$ cat src/rtl/lpm_pkg.sv
package lpm_pkg;

    typedef enum logic [2:0] {
        PRIM_OTHER = 3'd0,
        PRIM_REQ_P = 3'd1,
        PRIM_REQ_S = 3'd2,
        PRIM_ACK   = 3'd3,
        PRIM_NAK   = 3'd4
    } prim_e;

    typedef enum logic [1:0] {
        PM_ACTIVE  = 2'd0,
        PM_PARTIAL = 2'd1,
        PM_SLUMBER = 2'd2
    } pm_e;

    typedef enum logic [2:0] {
        ST_IDLE,
        ST_INIT_REQ,
        ST_RESP_WAIT,
        ST_RESP_SEND,
        ST_LP_PARTIAL,
        ST_LP_SLUMBER
    } state_e;

    localparam int unsigned BURST_MIN = 4;
    localparam int unsigned BURST_MAX = 16;

endpackage

$ cat src/rtl/lpm_slot_timer.sv
// Counts request primitives actually sent; flags when the limit is reached.
module lpm_slot_timer #(
    parameter int W = 16
) (
    input  logic         clk,
    input  logic         rst_n,
    input  logic         clear,
    input  logic         tick,
    input  logic [W-1:0] limit,
    output logic         expired
);
    localparam logic [W-1:0] SAT = '1;

    logic [W-1:0] cnt_q;

    always_ff @(posedge clk or negedge rst_n) begin
        if (!rst_n)
            cnt_q <= '0;
        else if (clear)
            cnt_q <= '0;
        else if (tick && cnt_q != SAT)
            cnt_q <= cnt_q + 1'b1;
    end

    assign expired = (cnt_q >= limit);
endmodule

$ cat src/rtl/lpm_burst_ctr.sv
// Loads the clamped burst length and counts response primitives down.
module lpm_burst_ctr
    import lpm_pkg::*;
#(
    parameter int LEN_W = 5
) (
    input  logic             clk,
    input  logic             rst_n,
    input  logic             load,
    input  logic [LEN_W-1:0] len,
    input  logic             tick,
    output logic             last
);
    localparam int CNT_W = $clog2(BURST_MAX + 1);

    logic [CNT_W-1:0] cnt_q;
    logic [CNT_W-1:0] load_val;

    always_comb begin
        if (32'(len) < BURST_MIN)
            load_val = CNT_W'(BURST_MIN);
        else if (32'(len) > BURST_MAX)
            load_val = CNT_W'(BURST_MAX);
        else
            load_val = CNT_W'(len);
    end

    always_ff @(posedge clk or negedge rst_n) begin
        if (!rst_n)
            cnt_q <= '0;
        else if (load)
            cnt_q <= load_val;
        else if (tick && cnt_q != '0)
            cnt_q <= cnt_q - 1'b1;
    end

    assign last = (cnt_q == CNT_W'(1));
endmodule

$ cat src/rtl/lpm_handshake.sv
module lpm_handshake
    import lpm_pkg::*;
#(
    parameter int LEN_W = 5,
    parameter int TMO_W = 16
) (
    input  logic             clk,
    input  logic             rst_n,
    input  logic             req_valid,
    input  logic             req_slumber,
    input  logic             wake,
    input  logic             dec_valid,
    input  logic             dec_accept,
    input  logic [LEN_W-1:0] cfg_burst_len,
    input  logic [TMO_W-1:0] cfg_timeout,
    input  logic             rx_valid,
    input  logic [2:0]       rx_prim,
    input  logic             tx_slot,
    output logic             tx_valid,
    output logic [2:0]       tx_prim,
    output logic             ask_valid,
    output logic             ask_slumber,
    output logic [1:0]       pm_state,
    output logic             rej_pulse,
    output logic             tmo_pulse
);
    state_e state_q, state_d;
    logic   kind_q;      // 1 = slumber target
    logic   accept_q;    // responder decision
    logic   rx_req, rx_ack, rx_nak, rx_resp;
    logic   expired, burst_last;
    logic   in_init;

    assign rx_req  = rx_valid && (rx_prim == PRIM_REQ_P || rx_prim == PRIM_REQ_S);
    assign rx_ack  = rx_valid && (rx_prim == PRIM_ACK);
    assign rx_nak  = rx_valid && (rx_prim == PRIM_NAK);
    assign rx_resp = rx_ack || rx_nak;
    assign in_init = (state_q == ST_INIT_REQ);

    lpm_slot_timer #(.W(TMO_W)) u_timer (
        .clk     (clk),
        .rst_n   (rst_n),
        .clear   (!in_init),
        .tick    (in_init && tx_valid),
        .limit   (cfg_timeout),
        .expired (expired)
    );

    lpm_burst_ctr #(.LEN_W(LEN_W)) u_burst (
        .clk   (clk),
        .rst_n (rst_n),
        .load  (state_q == ST_RESP_WAIT && dec_valid),
        .len   (cfg_burst_len),
        .tick  (state_q == ST_RESP_SEND && tx_valid),
        .last  (burst_last)
    );

    // State register and captured context
    always_ff @(posedge clk or negedge rst_n) begin
        if (!rst_n) begin
            state_q  <= ST_IDLE;
            kind_q   <= 1'b0;
            accept_q <= 1'b0;
        end else begin
            state_q <= state_d;
            if (state_q == ST_IDLE) begin
                if (req_valid)
                    kind_q <= req_slumber;
                else if (rx_req)
                    kind_q <= (rx_prim == PRIM_REQ_S);
            end
            if (state_q == ST_RESP_WAIT && dec_valid)
                accept_q <= dec_accept;
        end
    end

    // Next-state logic
    always_comb begin
        state_d = state_q;
        unique case (state_q)
            ST_IDLE: begin
                if (req_valid)       state_d = ST_INIT_REQ;
                else if (rx_req)     state_d = ST_RESP_WAIT;
            end
            ST_INIT_REQ: begin
                if (rx_ack)          state_d = kind_q ? ST_LP_SLUMBER : ST_LP_PARTIAL;
                else if (rx_nak)     state_d = ST_IDLE;
                else if (expired)    state_d = ST_IDLE;
            end
            ST_RESP_WAIT: begin
                if (dec_valid)       state_d = ST_RESP_SEND;
            end
            ST_RESP_SEND: begin
                if (tx_slot && burst_last)
                    state_d = accept_q ? (kind_q ? ST_LP_SLUMBER : ST_LP_PARTIAL)
                                       : ST_IDLE;
            end
            ST_LP_PARTIAL, ST_LP_SLUMBER: begin
                if (wake)            state_d = ST_IDLE;
            end
            default:                 state_d = ST_IDLE;
        endcase
    end

    // Outputs
    always_comb begin
        tx_valid    = 1'b0;
        tx_prim     = PRIM_OTHER;
        ask_valid   = 1'b0;
        ask_slumber = kind_q;
        pm_state    = PM_ACTIVE;
        rej_pulse   = 1'b0;
        tmo_pulse   = 1'b0;
        unique case (state_q)
            ST_IDLE: ;
            ST_INIT_REQ: begin
                tx_valid  = tx_slot && !rx_resp && !expired;
                tx_prim   = kind_q ? PRIM_REQ_S : PRIM_REQ_P;
                rej_pulse = rx_nak;
                tmo_pulse = expired && !rx_resp;
            end
            ST_RESP_WAIT:  ask_valid = 1'b1;
            ST_RESP_SEND: begin
                tx_valid = tx_slot;
                tx_prim  = accept_q ? PRIM_ACK : PRIM_NAK;
            end
            ST_LP_PARTIAL: pm_state = PM_PARTIAL;
            ST_LP_SLUMBER: pm_state = PM_SLUMBER;
            default: ;
        endcase
    end
endmodule

$ cat config.mk
export PLATFORM = sky130hd
export DESIGN_NAME = lpm_handshake
export DESIGN_NICKNAME = d
export VERILOG_FILES = /design/src/rtl/lpm_pkg.sv /design/src/rtl/lpm_slot_timer.sv /design/src/rtl/lpm_burst_ctr.sv /design/src/rtl/lpm_handshake.sv
export SDC_FILE = /design/constraint.sdc
export NUM_CORES = 1
export LEC_CHECK = 0
export BUFFER_PORTS_ARGS = -buffer_cell sky130_fd_sc_hd__buf_2
export CORE_MARGIN = 5
export CORE_UTILIZATION = 40
export DETAILED_ROUTE_END_ITERATION = 10
export PLACE_DENSITY_LB_ADDON = 0.15
export SLEW_MARGIN = 10
export SYNTH_ARGS = -nofsm -noshare
export SYNTH_HDL_FRONTEND = slang
export SYNTH_SLANG_ARGS = --single-unit
$ cat constraint.sdc
create_clock -name clk -period 3.7 [get_ports clk]
set_clock_uncertainty 0.15 [all_clocks]
set_input_delay 0.37 -clock clk [delete_from_list [all_inputs] [get_ports clk]]
set_output_delay 0.37 -clock clk [all_outputs]
set_load 0.005 [all_outputs]
==> results.py <==
metrics = {
    "drt": {
        "route.met3.wl_um": 275,
        "routedWlPerCell_um": 12.5,
        "wl_met1_um": 2160,
        "vias": 1913,
        "top_layer": "met4",
        "vias_per_cell": 5.11,
        "wl_met2_um": 2200,
        "ant_nets": 0,
        "routed_wl_um": 4670,
        "drc": 0,
        "drt_iter0_markers": 68,
        "drt_pass1_iterations": 4,
    },
    "timing": {
        "fin_setup_tns_ns": 0,
        "timing.fmax_ghz": 0.322,
        "slew_headroom_pct": 59.8,
        "fin_hold_ws_ns": 0.130,
        "min_period_ns": 3.11,
        "worst_pin_slew_ns": 0.603,
        "rsz0062_at_grt": "false",
        "finalCritPeriodShare_pct": 83.9,
        "finalMaxSlewViolations": 0,
        "hold_viol": 0,
        "setup_viol": 0,
    },
    "synthesis": {
        "ys_types": 43,
        "synth_fp_nets": 317,
        "synth-xor-area-share_pct": 2.51,
        "synthArstFlopShare_pct": 100,
        "synth_area_um2": 2090,
        "synth_adder_area_share_pct": 11.9,
        "synthMuxAreaShare_pct": 2.03,
        "ys_seq_elements": 26,
        "synth_edf_count": 0,
        "yosysWarnings": 0,
        "synthFlopType": "dfrtp_1",
        "synth_top_family_by_area": "simple AND/OR/NAND/NOR gates",
        "syn-instance-count": 264,
        "avgSynthCellArea_um2": 7.93,
        "synth-simple-area-share_pct": 26.3,
        "synth_compound_area_share_pct": 17.1,
        "ys_seq_area_share_pct": 31.1,
    },
    "worst_setup_path": {
        "cp_max_fo": 10,
        "cp-end-kind": "flop",
        "slowest_delay_ns": 0.46,
        "crit_arrival_ns": 3.13,
        "worstPathCellList": "inv_1, ha_1, nand2b_1, a2111oi_0, nor4b_1, or3_1, a21oi_2, buf_4, a31oi_1, a41o_1",
        "r2r_cells": 10,
        "regToRegSetupSlack_ns": 0.59,
        "cp_slowest_cell": "a2111oi_0",
        "worstPathRequired_ns": 3.73,
        "crit_type": "reg2reg",
        "start_kind": "flop",
    },
    "clock_tree": {
        "numCtsBuffers": 3,
        "cts_root_buf": "clkbuf_8",
        "cts_resized": 0,
        "path_clk_slew_ns": 0.10,
        "cts_tree": "yes",
        "clock_latency_ns": 0.28,
        "hold_buffers": 1,
        "post_cts_buffers": 0,
        "clkSinkCount": 26,
        "cts.htree.levels": 1,
        "cts_buffer_depth": 2,
    },
    "global_route": {
        "grt_overflow": 0,
        "antenna_found_initial": 0,
        "grt_pass1_wl_um": 8110,
        "grt_usage_pct": 15.2,
        "grt_max_degree": 27,
        "grt_pass1_vias": 1813,
    },
    "final_layout": {
        "utilization_pct": 47.7,
        "layout_commonest_cell": "buf_2",
        "n_antenna_cell": 0,
        "area_growth_pct": 16.2,
        "final_nets": 358,
        "drive_above_1_share_pct": 19.1,
        "mostFrequentLayoutCells": "buf_2 (42), inv_1 (34), dfrtp_1 (26)",
    },
    "power": {
        "p_seq_share_pct": 36.0,
        "powerDensity_nw_per_um2": 481,
        "p_leak_nw": 1.22,
        "combPwrFrac_pct": 43.3,
        "pwr-share-clk_pct": 20.7,
        "ir_worst_vdd_uv": 307,
        "intPower_mw": 0.705,
        "switching_share_pct": 39.8,
        "p_switching_mw": 0.466,
    },
    "floorplan": {
        "core_area_um2": 5110,
        "die_h_um": 82.4,
        "dieArea_um2": 6780,
        "start_util_pct": 41.0,
        "io-pin-count": 43,
        "die_x_um": 82.4,
        "fp-row-count": 26,
    },
    "placed_design": {
        "place_hpwl_um": 3690,
        "io_buffers": 42,
        "place_congestion": 0.819,
    },
    "flow_run": {
        "maxCapViolations": 0,
    },
    "hold_path": {
        "min_path_type": "in2reg",
        "worstHoldPathCells": 2,
    },
    "status": {
        "status": "completed",
    },
}
-- cell usage after synthesis (3+ instances only) --
cell / number / area [um^2]
a21oi_1: 20 / 100
nor3_1: 8 / 40.0
nand2b_1: 4 / 25.0
nor2b_1: 4 / 25.0
clkbuf_1: 5 / 18.8
a31o_2: 4 / 35.0
and3_1: 7 / 43.8
a31oi_1: 4 / 25.0
or3_1: 3 / 18.8
ha_1: 20 / 250
and2_1: 3 / 18.8
nand2_1: 25 / 93.8
nand4_1: 6 / 37.5
xor2_1: 3 / 26.3
nor2_1: 22 / 82.6
inv_1: 34 / 128
xnor2_1: 3 / 26.3
o21ai_0: 14 / 70.1
a21o_1: 6 / 45.0
dfrtp_1: 26 / 651
nand3_1: 14 / 70.1
-- area by class of cell --
cell class | count | area [um^2]
Timing Repair Buffer | 46 | 243
Clock inverter | 1 | 30.0
Inverter | 34 | 128
Tap cell | 70 | 87.6
Clock buffer | 3 | 41.3
Multi-Input combinational cell | 194 | 1250
Fill cell | 534 | 2670
Sequential cell | 26 | 651
-- final timing paths --
kind | from | endpoint
max in group asynchronous | rst_n | u_burst.cnt_q[4]
min in group asynchronous | rst_n | u_timer.cnt_q[8]
worst max-delay path | u_timer.cnt_q[0] | u_timer.cnt_q[11]
worst min-delay path | wake | state_q[2]
worst min register to register | u_timer.cnt_q[4] | u_timer.cnt_q[4]
worst max register to register | u_timer.cnt_q[0] | u_timer.cnt_q[11]
-- cells by family after synthesis --
group,after synthesis
AOI/OAI and AO/OA,58
xor gates and xnor gates,6
adders and majority gates,20
buffers and inverters,44
DFF,26
muxes,4
and+or+nand+nor,106
-- sequential cells by signal, indices dropped and copies added (netlist names) --
signal and count:
u_timer.cnt_q 16, u_burst.cnt_q 5, state_q 3, accept_q 1, ask_slumber 1
-- critical path, delay by kind of cell, from the launching register on --
| kind | cells | cell delay, ns |
|---|---|---|
| and+or+nand+nor | 3 | 0.70 |
| AOI/OAI and AO/OA | 4 | 1.14 |
| buffers and inverters | 2 | 0.31 |
| DFF | 1 | 0.44 |
| adders and majority gates | 1 | 0.26 |
-- power groups by stage --
stage	logic, mW	clock network, mW	registers, mW
after floorplan	0.412	0	0.391
after global placement	0.506	0	0.424
after detailed placement	0.511	0	0.427
after CTS	0.514	0.252	0.422
after global routing	0.587	0.259	0.436
final	0.507	0.243	0.422
-- per-layer routing --
layer,vias to the layer above,track usage (%)
li1,1000,-
met1,861,20.1
met2,50,25.9
met3,2,3.36
met4,0,2.49
met5,-,0
-- per-stage QoR --
step	cell area [um^2]	worst slack [ns]	power (mW)	std cells
4_1_cts	2430	0.559	1.19	374
5_1_grt	2430	0.251	1.28	374
3_3_place_gp	2350	0.604	0.931	369
3_5_place_dp	2350	0.563	0.938	369
2_1_floorplan	2090	1.09	0.802	264
6_report	2430	0.594	1.17	374
Note: power is estimated with default switching activity, not from simulation.
